--- config.mk ---
export PLATFORM = sky130hd
export DESIGN_NAME = pwm_fault_guard
export DESIGN_NICKNAME = d
export VERILOG_FILES = /design/src/rtl/fpu_pkg.sv /design/src/rtl/fpu_sync.sv /design/src/rtl/fpu_filter.sv /design/src/rtl/fpu_edge.sv /design/src/rtl/fpu_ctrl.sv /design/src/rtl/pwm_fault_guard.sv
export SDC_FILE = /design/constraint.sdc
export NUM_CORES = 1
export LEC_CHECK = 0
export BUFFER_PORTS_ARGS = -buffer_cell sky130_fd_sc_hd__clkbuf_2
export CAP_MARGIN = 20
export CORE_UTILIZATION = 45
export DETAILED_ROUTE_END_ITERATION = 10
export PLACE_DENSITY = 0.76
export SLEW_MARGIN = 10
export SYNTH_ARGS = -nofsm -noshare
export SYNTH_HDL_FRONTEND = slang
export SYNTH_SLANG_ARGS = --single-unit
--- constraint.sdc ---
create_clock -name clk -period 1.75 [get_ports clk]
set_input_delay 0.0875 -clock clk [delete_from_list [all_inputs] [get_ports clk]]
set_output_delay 0.0875 -clock clk [all_outputs]
set_load 0.05 [all_outputs]
--- src/rtl/fpu_pkg.sv ---
package fpu_pkg;

    typedef enum logic {
        CTL_DISARMED = 1'b0,
        CTL_ARMED    = 1'b1
    } ctl_state_t;

    typedef enum logic {
        FLT_LOW  = 1'b0,
        FLT_HIGH = 1'b1
    } flt_state_t;

    typedef struct packed {
        logic filt_en;
        logic src_cmp;
        logic edge_rise;
        logic irq_en;
    } fpu_cfg_t;

endpackage

--- src/rtl/fpu_sync.sv ---
module fpu_sync #(
    parameter int STAGES = 2
) (
    input  logic clk,
    input  logic rst_n,
    input  logic d_i,
    output logic q_o
);
    logic [STAGES-1:0] chain_q;

    always_ff @(posedge clk or negedge rst_n) begin
        if (!rst_n) chain_q <= '0;
        else        chain_q <= {chain_q[STAGES-2:0], d_i};
    end

    assign q_o = chain_q[STAGES-1];
endmodule

--- src/rtl/fpu_filter.sv ---
module fpu_filter
    import fpu_pkg::*;
#(
    parameter int TAPS = 4
) (
    input  logic clk,
    input  logic rst_n,
    input  logic enable_i,
    input  logic din_i,
    output logic dout_o
);
    localparam int HIST = TAPS - 1;

    logic [HIST-1:0] hist_q;
    flt_state_t      state_q, state_d;
    logic            agree;
    logic            level;

    always_ff @(posedge clk or negedge rst_n) begin
        if (!rst_n) hist_q <= '0;
        else        hist_q <= {hist_q[HIST-2:0], din_i};
    end

    assign agree = (hist_q == {HIST{din_i}});

    always_ff @(posedge clk or negedge rst_n) begin
        if (!rst_n) state_q <= FLT_LOW;
        else        state_q <= state_d;
    end

    always_comb begin
        state_d = state_q;
        unique case (state_q)
            FLT_LOW:  if (agree && din_i)  state_d = FLT_HIGH;
            FLT_HIGH: if (agree && !din_i) state_d = FLT_LOW;
            default:  state_d = FLT_LOW;
        endcase
    end

    assign level  = (state_q == FLT_HIGH);
    assign dout_o = enable_i ? level : din_i;


    filter_hold_chk: assert property (@(posedge clk) disable iff (!rst_n)
        !$stable(level) |-> (($past(din_i) == level) && ($past(din_i, 2) == level)));
endmodule

--- src/rtl/fpu_edge.sv ---
module fpu_edge (
    input  logic clk,
    input  logic rst_n,
    input  logic x_i,
    input  logic rise_sel_i,
    output logic evt_o
);
    logic prev_q;

    always_ff @(posedge clk or negedge rst_n) begin
        if (!rst_n) prev_q <= 1'b0;
        else        prev_q <= x_i;
    end

    assign evt_o = rise_sel_i ? (x_i & ~prev_q) : (~x_i & prev_q);
endmodule

--- src/rtl/fpu_ctrl.sv ---
module fpu_ctrl
    import fpu_pkg::*;
#(
    parameter int CHANNELS = 3
) (
    input  logic                  clk,
    input  logic                  rst_n,
    input  logic                  evt_i,
    input  logic                  cfg_wr_i,
    input  logic                  cfg_enable_i,
    input  fpu_cfg_t              cfg_i,
    input  logic                  flag_clr_i,
    input  logic                  mode_wr_i,
    input  logic [2*CHANNELS-1:0] mode_i,
    output fpu_cfg_t              cfg_o,
    output logic [2*CHANNELS-1:0] mode_o,
    output logic                  enable_o,
    output logic                  flag_o
);
    ctl_state_t            state_q, state_d;
    logic                  trip;
    logic [2*CHANNELS-1:0] mode_q;
    logic                  flag_q;
    fpu_cfg_t              cfg_q;

    assign trip = evt_i && (state_q == CTL_ARMED);

    always_ff @(posedge clk or negedge rst_n) begin
        if (!rst_n) state_q <= CTL_DISARMED;
        else        state_q <= state_d;
    end

    always_comb begin
        state_d = state_q;
        unique case (state_q)
            CTL_DISARMED: if (cfg_wr_i && cfg_enable_i) state_d = CTL_ARMED;     // T_ARM
            CTL_ARMED: begin
                if (trip)                               state_d = CTL_DISARMED;  // T_TRIP
                else if (cfg_wr_i && !cfg_enable_i)     state_d = CTL_DISARMED;  // T_OFF
            end
            default: state_d = CTL_DISARMED;
        endcase
    end

    always_ff @(posedge clk or negedge rst_n) begin
        if (!rst_n) begin
            mode_q <= '0;
            flag_q <= 1'b0;
            cfg_q  <= '0;
        end else begin
            if (trip)           mode_q <= '0;
            else if (mode_wr_i) mode_q <= mode_i;
            if (trip)            flag_q <= 1'b1;
            else if (flag_clr_i) flag_q <= 1'b0;
            if (cfg_wr_i) cfg_q <= cfg_i;
        end
    end

    assign cfg_o    = cfg_q;
    assign mode_o   = mode_q;
    assign flag_o   = flag_q;
    assign enable_o = (state_q == CTL_ARMED);


    mode_clear_chk: assert property (@(posedge clk) disable iff (!rst_n)
        trip |=> (mode_q == '0));

    enable_drop_chk: assert property (@(posedge clk) disable iff (!rst_n)
        trip |=> (state_q == CTL_DISARMED));

    flag_set_chk: assert property (@(posedge clk) disable iff (!rst_n)
        trip |=> flag_q);

    flag_clear_chk: assert property (@(posedge clk) disable iff (!rst_n)
        (flag_clr_i && !evt_i) |=> !flag_q);

    no_trip_when_off_chk: assert property (@(posedge clk) disable iff (!rst_n)
        ((state_q == CTL_DISARMED) && !flag_q && !flag_clr_i) |=> !flag_q);
endmodule

--- src/rtl/pwm_fault_guard.sv ---
module pwm_fault_guard
    import fpu_pkg::*;
#(
    parameter int CHANNELS    = 3,
    parameter int SYNC_STAGES = 2,
    parameter int FILT_TAPS   = 4
) (
    input  logic                  clk,
    input  logic                  rst_n,
    input  logic                  fault_pin_i,
    input  logic                  fault_cmp_i,
    input  logic                  cfg_wr_i,
    input  logic                  cfg_enable_i,
    input  logic                  cfg_filter_i,
    input  logic                  cfg_src_cmp_i,
    input  logic                  cfg_rise_i,
    input  logic                  cfg_irq_en_i,
    input  logic                  flag_clr_i,
    input  logic                  mode_wr_i,
    input  logic [2*CHANNELS-1:0] mode_i,
    input  logic [CHANNELS-1:0]   pwm_i,
    input  logic [CHANNELS-1:0]   port_i,
    output logic [CHANNELS-1:0]   pin_o,
    output logic [2*CHANNELS-1:0] mode_o,
    output logic                  enable_o,
    output logic                  flag_o,
    output logic                  irq_o
);
    localparam int NSRC = 2;

    logic [NSRC-1:0] raw_src;
    logic [NSRC-1:0] sync_src;
    logic            sel_level;
    logic            filt_level;
    logic            evt;
    fpu_cfg_t        cfg_wr_val;
    fpu_cfg_t        cfg_cur;
    logic [2*CHANNELS-1:0] mode_cur;

    assign raw_src = {fault_cmp_i, fault_pin_i};

    for (genvar s = 0; s < NSRC; s++) begin : g_sync
        fpu_sync #(.STAGES(SYNC_STAGES)) u_sync (
            .clk   (clk),
            .rst_n (rst_n),
            .d_i   (raw_src[s]),
            .q_o   (sync_src[s])
        );
    end

    assign sel_level = cfg_cur.src_cmp ? sync_src[1] : sync_src[0];

    fpu_filter #(.TAPS(FILT_TAPS)) u_filter (
        .clk      (clk),
        .rst_n    (rst_n),
        .enable_i (cfg_cur.filt_en),
        .din_i    (sel_level),
        .dout_o   (filt_level)
    );

    fpu_edge u_edge (
        .clk        (clk),
        .rst_n      (rst_n),
        .x_i        (filt_level),
        .rise_sel_i (cfg_cur.edge_rise),
        .evt_o      (evt)
    );

    assign cfg_wr_val = '{filt_en: cfg_filter_i, src_cmp: cfg_src_cmp_i,
                          edge_rise: cfg_rise_i, irq_en: cfg_irq_en_i};

    fpu_ctrl #(.CHANNELS(CHANNELS)) u_ctrl (
        .clk          (clk),
        .rst_n        (rst_n),
        .evt_i        (evt),
        .cfg_wr_i     (cfg_wr_i),
        .cfg_enable_i (cfg_enable_i),
        .cfg_i        (cfg_wr_val),
        .flag_clr_i   (flag_clr_i),
        .mode_wr_i    (mode_wr_i),
        .mode_i       (mode_i),
        .cfg_o        (cfg_cur),
        .mode_o       (mode_cur),
        .enable_o     (enable_o),
        .flag_o       (flag_o)
    );

    for (genvar c = 0; c < CHANNELS; c++) begin : g_pin
        assign pin_o[c] = (mode_cur[2*c +: 2] != 2'b00) ? pwm_i[c] : port_i[c];
    end

    assign mode_o = mode_cur;
    assign irq_o  = flag_o & cfg_cur.irq_en;


    reset_quiet_chk: assert property (@(posedge clk)
        !rst_n |=> (!flag_o && !enable_o && (mode_cur == '0)));
endmodule

==> metrics.txt, run 1 <==
Die Ht=45.8 um; WL met3=86 um; Reg-to-Reg Start=u_ctrl.cfg_o[2]$_DFFE_PN0P_; Tmin final=1.49 ns; Startpoint Class=flop; depth of the most critical reg-to-reg path=3; setup_tns=0 ns; worst vdd ir=0.000675 V; CP max FO=3; crit path max-delay cell type=dfrtp_1; commonest cells in the synthesized netlist=dfrtp_1, mux2_2, mux2i_1, nor3_1, nor2_1; Final Max Tran Viols=0; Via density=5.07; CTS tree=yes; worst-margin pin slew=0.492 ns; synthesized flop and latch total=21; P_sw=477 uW; Power Density=1110 nW/um2; Syn Area/Cell=13.9 um2; vias=649; synth top area cells=dfrtp_1, mux2_2, mux2i_1; worst skew pair latency=0.30 ns; Yosys top cell by area=dfrtp_1; top cell type's share of synthesized area=60.9%; CP Cell Sequence=nor2_1 > mux2_2 > clkbuf_2; top_reg_cell synth=dfrtp_1; CTS clk-pin slew, worst paths=0.11 ns; DR WL met2=846 um; Final Skew=0.00293 ns; die width=45.8 um; Root Buffer=clkbuf_4; clock sink count=21; Antenna Nets Post-Route=0; Critical Path End=pin_o[0]; MaxCap Viol Count=0; power share of the clock group=17.9%; Cells after Synth=62; Worst Path Buf+Inv=1; share of layout cells above drive strength 1=49.5%; share of power burned in registers=48.6%; Critical Path AT=1.41 ns; Final Cycle Share=85.4%; Top Metal Used=met4; Post-synth EDFFs=0; starting density of the core=48.9%; initial antenna violation count=0; CP peak stage delay=0.41 ns; Distinct cells, synth=18; Post-synth ARST share=100%; core area=1760 um2; Final Hold Viols=0; DRC Markers=0; FP Rows=15; Mapped Area=863 um2; vias in the first global route=609; fillers=159; post-layout power=1250 uW; initial drt markers=3; final setup vio count=0; DP HPWL=1250 um; max frequency=669 MHz; area delta synth->final=30.1%; global-route usage over all layers=17.6%; syn nets=86; Sw Share=38.2%; first-pass iteration count of the detailed router=4; Leakage=0.000571 uW; YS warnings=0; CP startpoint=u_ctrl.mode_o[1]$_DFFE_PN0P_; hold crit path type=in2reg; cts bufs inserted=3; count leader, synth=dfrtp_1; ANT cells=0; DR WL/cell=12.6 um; global-route wire length before repair=2500 um; Reg-to-Reg End=u_ctrl.flag_o$_DFFE_PN0P_; htree depth=1; total gr overflow=0; Comb power frac=33.5%; M1 wire length=653 um; clk buf depth=2; # IOs=36; sequential-to-total area share from yosys stat=60.9%; post-CTS setup buffer count=0; WS Path Type=reg2out; Cell Int Power=771 uW; Crit path required time=1.66 ns; outcome=finished clean; Top delay family on crit path=flip-flops; nets=128; RD Place Congestion=0.726; r2r setup slk=0.29 ns; largest net degree at the start of global routing=22; Setup crit end kind=output port; RSZ-0062 raised after global routing=false; Max-slew headroom=67.2%; routed wire length=1620 um; port bufs=35; number of cells on the critical path=3; die area=2100 um2
==> timing repair <==
action / 4_1_cts / 5_1_grt
hold buffers: 3 / 0
endpoints found under the hold margin: 23 / 0
gates resized for setup: 0 / 0
==> logic make-up after synthesis <==
kind of cell / Yosys count / share of synthesized area (%)
flops: 21 / 60.9
mux: 17 / 22.0
simple gates: 16 / 10.7
compound gates: 5 / 5.07
buf+inv: 3 / 1.30
==> final cells by class <==
cell class / count / area, um2 / area share, %
Timing Repair Buffer: 38 / 205 / 18.3
Tap cell: 25 / 31.3 / 2.78
Clock inverter: 1 / 5.00 / 0.445
Multi-Input combinational cell: 38 / 327 / 29.1
Inverter: 2 / 7.51 / 0.668
Sequential cell: 21 / 526 / 46.8
Clock buffer: 3 / 22.5 / 2.00
==> metrics by stage <==
step / setup WS [ns] / util (%) / hold slack [ns] / std cells / cell area [um2]
floorplan: 0.338 / - / -0.208 / 62 / 863
global placement: 0.363 / 60.4 / 0.0728 / 121 / 1070
detailed placement: 0.308 / 60.4 / 0.0705 / 121 / 1070
CTS: 0.241 / 63.7 / 0.0167 / 128 / 1120
global route: 0.174 / 63.7 / 0.00150 / 128 / 1120
finish: 0.255 / 63.7 / 0.0189 / 128 / 1120
==> cell usage in the layout (no fill, tap or decap) <==
cell type	n
a211o_1	1
a21oi_4	1
a31oi_1	1
and2_1	1
clkbuf_2	35
clkbuf_4	3
clkinv_2	1
dfrtp_1	21
dlygate4sd3_1	3
inv_1	2
mux2_2	8
mux2_4	2
mux2i_1	7
nand2_1	1
nand3b_1	1
nor2_1	3
nor3_1	7
nor4bb_1	2
o21ai_0	1
o31ai_1	1
or3b_2	1
==> worst min path at each step <==
stage | cells past startpoint | slack, ns | to | start
finish | 2 | 0.02 | u_ctrl.cfg_o[3]$_DFFE_PN0P_ | cfg_filter_i
global route | 2 | 0.001 | u_ctrl.cfg_o[1]$_DFFE_PN0P_ | cfg_rise_i
CTS | 2 | 0.02 | u_ctrl.cfg_o[3]$_DFFE_PN0P_ | cfg_filter_i
detailed placement | 1 | 0.07 | u_ctrl.cfg_o[0]$_DFFE_PN0P_ | rst_n
global placement | 1 | 0.07 | u_ctrl.cfg_o[0]$_DFFE_PN0P_ | rst_n
floorplan | 0 | -0.21 | async pin | rst_n
==> layer usage <==
metal	GRT usage, %	vias to the layer above
met1	19.0	312
met4	8.82	0
met3	3.57	6
li1	-	306
met2	32.3	25
met5	0	-
==> power groups by stage <==
| stage | sequential (uW) | clock, uW | combinational, uW |
|---|---|---|---|
| floorplan | 741 | 0 | 173 |
| global placement | 611 | 0 | 411 |
| detailed placement | 614 | 0 | 416 |
| CTS | 606 | 226 | 422 |
| global route | 615 | 249 | 448 |
| finish | 606 | 223 | 419 |
==> state kept, by name, summed over array words and instances (netlist names), named ones only <==
signal	count
u_edge.prev_q	1
u_ctrl.mode_o	6
u_ctrl.enable_o	1
u_ctrl.cfg_o	4
u_ctrl.flag_o	1
u_filter.hist_q	3
g_sync.u_sync.chain_q	4
No activity file was read; power rests on OpenSTA's default activity.
==> inputs of run 2 (changes only) <==
--- a/config.mk
+++ b/config.mk
@@ -7,10 +7,14 @@
 export LEC_CHECK = 0
 export BUFFER_PORTS_ARGS = -buffer_cell sky130_fd_sc_hd__clkbuf_2
 export CAP_MARGIN = 20
-export CORE_UTILIZATION = 45
+export CELL_PAD_IN_SITES_DETAIL_PLACEMENT = 1
+export CELL_PAD_IN_SITES_GLOBAL_PLACEMENT = 2
+export CORE_MARGIN = 1.5
+export CORE_UTILIZATION = 29
 export DETAILED_ROUTE_END_ITERATION = 10
-export PLACE_DENSITY = 0.76
+export PLACE_DENSITY_LB_ADDON = 0.1
 export SLEW_MARGIN = 10
 export SYNTH_ARGS = -nofsm -noshare
 export SYNTH_HDL_FRONTEND = slang
 export SYNTH_SLANG_ARGS = --single-unit
+export TNS_END_PERCENT = 10
==> run 2 against run 1 <==
Compared with the run above:
- non-clock buffer count up 4
- largest cell class unchanged
- total power increased by 1.2%
- worst setup slack got worse by 0.0078 ns
- via count rose by 0.77%
- largest power group unchanged
- sequential power is essentially flat
- clock skew rose by 0.0087 ns
==> metrics.txt, run 2 (same netlist as run 1, synthesis figures left out) <==
DRC Markers=0; Crit path required time=1.66 ns; Hold Path Stages=3; max reg flops=6; htree depth=1; core area=2780 um2; Final Hold Viols=0; die area=3310 um2; Die Ht=57.6 um; initial antenna violation count=0; worst skew pair latency=0.31 ns; share of layout cells above drive strength 1=47.7%; Leakage=0.000588 uW; post-CTS setup buffer count=0; global-route usage over all layers=12.4%; first-pass iteration count of the detailed router=2; most frequent cells in the layout=clkbuf_2, dfrtp_1, mux2_2; DP HPWL=1270 um; Final Max Tran Viols=0; starting density of the core=31.0%; cts bufs inserted=3; Max-slew headroom=66.3%; r2r setup slk=0.32 ns; multi-input logic area=327 um2; Setup crit end kind=output port; Root Buffer=clkbuf_4; max frequency=666 MHz; design area=1170 um2; Final Cycle Share=85.9%; post_cts resized=0; depth of the most critical reg-to-reg path=3; MaxCap Viol Count=0; hold crit path type=in2reg; register area=526 um2; Tmin final=1.50 ns; CTS clk-pin slew, worst paths=0.12 ns; total gr overflow=0; nets=132; initial drt markers=1; Via density=4.74; port bufs=35; die width=57.6 um; RSZ-0062 raised after global routing=false; FP Rows=19; outcome=finished clean; final setup vio count=0; largest net degree at the start of global routing=22; Critical Path AT=1.42 ns; post-place instance area=1070 um2; commonest non-fill, non-tap cell in the layout=clkbuf_2; ANT cells=0; area delta synth->final=35.7%; Startpoint Class=flop; CP max FO=3; routed wire length=1790 um; WS Path Type=reg2out; DR WL/cell=12.9 um; Antenna Nets Post-Route=0; Power Density=1080 nW/um2; worst-margin pin slew=0.505 ns; CTS tree=yes; Final Skew=0.0117 ns; RD Place Congestion=0.719; clk buf depth=2; vias=654; global-route wire length before repair=3090 um; clock sink count=21; fillers=319; post-cts hold buffer count=7; worst vdd ir=0.000531 V; # IOs=36; vias in the first global route=695; setup_tns=0 ns
-- run 2: cell count changes in the layout (fill, tap and decap cells not counted) --
cell	before	now
dlygate4sd3_1	3	7
-- run 2: through the flow --
| step | hold slack [ns] | util [%] | worst slack (ns) | std cells | total power [uW] |
|---|---|---|---|---|---|
| finish | 0.0334 | 42.1 | 0.247 | 138 | 1260 |
| global route | 0.0287 | 42.1 | 0.182 | 138 | 1340 |
| CTS | 0.0275 | 42.1 | 0.226 | 138 | 1280 |
| detailed placement | 0.0886 | 38.6 | 0.338 | 127 | 1030 |
| global placement | 0.0864 | 38.6 | 0.345 | 127 | 1030 |
| floorplan | -0.208 | - | 0.338 | 62 | 915 |
-- run 2: path summary, 6_finish.rpt --
path,start,to
min reg2reg,g_sync[0].u_sync.chain_q[0]$_DFF_PN0_,g_sync[0].u_sync.chain_q[1]$_DFF_PN0_
min in group asynchronous,rst_n,g_sync[0].u_sync.chain_q[0]$_DFF_PN0_
max reg2reg,u_ctrl.cfg_o[2]$_DFFE_PN0P_,u_ctrl.flag_o$_DFFE_PN0P_
max,u_ctrl.mode_o[3]$_DFFE_PN0P_,pin_o[1]
min,flag_clr_i,u_ctrl.flag_o$_DFFE_PN0P_
max in group asynchronous,rst_n,u_ctrl.mode_o[1]$_DFFE_PN0P_
-- run 2: final cells by class --
cell class / instances / area share (%)
clock buffer: 3 / 1.92
clock inverter: 1 / 0.427
inverter: 2 / 0.641
multi-input combinational: 38 / 27.9
sequential: 21 / 44.9
tap: 31 / 3.31
timing repair buffer: 42 / 20.9
-- run 2: power by group --
part	switching (uW)	internal [uW]
sequential	53.3	552
combinational	284	140
clock	148	85.4
-- run 2: routing by layer --
| layer | wire, um | GRT usage [%] | up-vias |
|---|---|---|---|
| li1 | - | - | 312 |
| met1 | 768 | 14.7 | 314 |
| met2 | 878 | 21.6 | 26 |
| met3 | 129 | 4.31 | 2 |
| met4 | 9 | 2.99 | 0 |
| met5 | 0 | 0 | - |
-- run 2: critical path, stage by stage, from the launching register on --
cell	delay, ns
dfrtp_1	0.42
nor2_1	0.12
mux2_2	0.33
clkbuf_2	0.23
==> inputs of run 3 (changes only) <==
--- a/config.mk
+++ b/config.mk
@@ -9,10 +9,10 @@
 export CAP_MARGIN = 20
 export CELL_PAD_IN_SITES_DETAIL_PLACEMENT = 1
 export CELL_PAD_IN_SITES_GLOBAL_PLACEMENT = 2
-export CORE_MARGIN = 1.5
+export CORE_MARGIN = 3
 export CORE_UTILIZATION = 29
 export DETAILED_ROUTE_END_ITERATION = 10
-export PLACE_DENSITY_LB_ADDON = 0.1
+export PLACE_DENSITY_LB_ADDON = 0.12
 export SLEW_MARGIN = 10
 export SYNTH_ARGS = -nofsm -noshare
 export SYNTH_HDL_FRONTEND = slang
==> run 3 against run 2 <==
Compared with the run above:
- total power shrank 0.38%
- sequential share of layout area up 0.39 points
- combinational power barely moved
==> metrics.txt, run 3 (same netlist as run 1, synthesis figures left out) <==
outcome=finished clean; final setup vio count=0; Startpoint Class=flop; DR WL/cell=12.9 um; Final Max Tran Viols=0; Antenna Nets Post-Route=0; power share of the clock group=18.1%; post-place instance area=1070 um2; max reg flops=6; initial antenna violation count=0; Root Buffer=clkbuf_4; Via density=4.73; Critical Path AT=1.41 ns; ANT cells=0; clk buf depth=2; clock sink count=21; Max-slew headroom=64.8%; FP Rows=19; depth of the most critical reg-to-reg path=3; largest net degree at the start of global routing=22; MaxCap Viol Count=0; commonest non-fill, non-tap cell in the layout=clkbuf_2; Sw Share=38.4%; vias in the first global route=626; Leakage=0.000584 uW; min-delay src=cfg_src_cmp_i; Setup crit end kind=output port; Crit path required time=1.66 ns; r2r setup slk=0.31 ns; global-route usage over all layers=10.6%; Final Cycle Share=85.5%; design area=1160 um2; total gr overflow=0; post-CTS setup buffer count=0; worst hold endpoint=u_ctrl.cfg_o[2]$_DFFE_PN0P_; Tmin final=1.50 ns; port bufs=35; WS Path Type=reg2out; CTS clk-pin slew, worst paths=0.11 ns; DP HPWL=1390 um; core area=2810 um2; first-pass iteration count of the detailed router=2; share of power burned in registers=48.2%; hold crit path type=in2reg; initial drt markers=9; CP max FO=3; worst-margin pin slew=0.529 ns; starting density of the core=30.8%; cts bufs inserted=3; routed wire length=1770 um; share of layout cells above drive strength 1=48.1%; nets=131; vias=648; Comb power frac=33.7%; RD Place Congestion=0.708; worst vdd ir=0.000561 V; die area=3670 um2; area delta synth->final=34.5%; htree depth=1; CTS tree=yes; die width=60.6 um; fillers=312; # IOs=36; worst skew pair latency=0.30 ns; Hold Path Stages=2; Cell Int Power=775 uW; global-route wire length before repair=2840 um; DRC Markers=0; Reg-to-Reg Start=u_ctrl.cfg_o[2]$_DFFE_PN0P_; most frequent cells in the layout=clkbuf_2, dfrtp_1, mux2_2; Power Density=1080 nW/um2; P_sw=483 uW; Final Skew=0.000561 ns; setup_tns=0 ns; Final Hold Viols=0; Die Ht=60.6 um; max frequency=668 MHz; Reg-to-Reg End=u_ctrl.flag_o$_DFFE_PN0P_; RSZ-0062 raised after global routing=false
-- run 3: cell types whose count changed in the layout (fill, tap and decap cells not counted) --
cell           previous run  this run
dlygate4sd3_1             7         6
-- run 3: stage by stage --
step	setup WS [ns]	std cells	power (uW)	util [%]	hold slack, ns
after floorplan	0.338	62	915	-	-0.208
after global placement	0.352	127	1030	38.3	0.0867
after detailed placement	0.315	127	1040	38.3	0.0927
after CTS	0.235	137	1280	41.4	0.00657
after global routing	0.186	137	1330	41.4	0.00250
final	0.253	137	1260	41.4	0.0193
-- run 3: power by group through the flow --
| stage | logic [uW] | clock network, uW | registers, uW |
|---|---|---|---|
| final | 423 | 228 | 606 |
| after detailed placement | 420 | 0 | 618 |
| after floorplan | 173 | 0 | 741 |
| after global routing | 451 | 261 | 619 |
| after CTS | 431 | 244 | 607 |
| after global placement | 418 | 0 | 616 |
-- run 3: worst max-delay path by stage --
| stage | start | end | slack (ns) | cells after the start |
|---|---|---|---|---|
| after global routing | u_ctrl.mode_o[1]$_DFFE_PN0P_ | pin_o[0] | 0.19 | 3 |
| final | u_ctrl.mode_o[1]$_DFFE_PN0P_ | pin_o[0] | 0.25 | 3 |
| after floorplan | u_ctrl.enable_o$_DFF_PN0_ | u_ctrl.flag_o$_DFFE_PN0P_ | 0.34 | 3 |
| after detailed placement | u_ctrl.cfg_o[2]$_DFFE_PN0P_ | u_ctrl.flag_o$_DFFE_PN0P_ | 0.31 | 3 |
| after global placement | u_ctrl.cfg_o[2]$_DFFE_PN0P_ | u_ctrl.flag_o$_DFFE_PN0P_ | 0.35 | 3 |
| after CTS | u_ctrl.mode_o[1]$_DFFE_PN0P_ | pin_o[0] | 0.23 | 3 |
-- run 3: final cells by class --
type	count	area (um2)	area share, %
Sequential cell	21	526	45.3
Multi-Input combinational cell	38	327	28.1
Timing Repair Buffer	41	235	20.3
Tap cell	31	38.8	3.34
Clock buffer	3	22.5	1.94
Inverter	2	7.51	0.647
Clock inverter	1	5.00	0.431
-- run 3: per-layer routing --
metal	track usage, %	wire length, um
met1	14.0	794
met2	16.0	862
met3	3.19	114
met4	4.64	0
met5	0	0
-- run 3: timing repair --
item / CTS / global route
endpoints found under the hold margin: 26 / 0
resized for setup: 0 / 0
hold buffers: 6 / 0
-- run 3: worst max-delay path, stage by stage, from the launching register on --
cell,delay [ns]
dfrtp_1,0.41
nor2_1,0.13
mux2_2,0.34
clkbuf_2,0.24
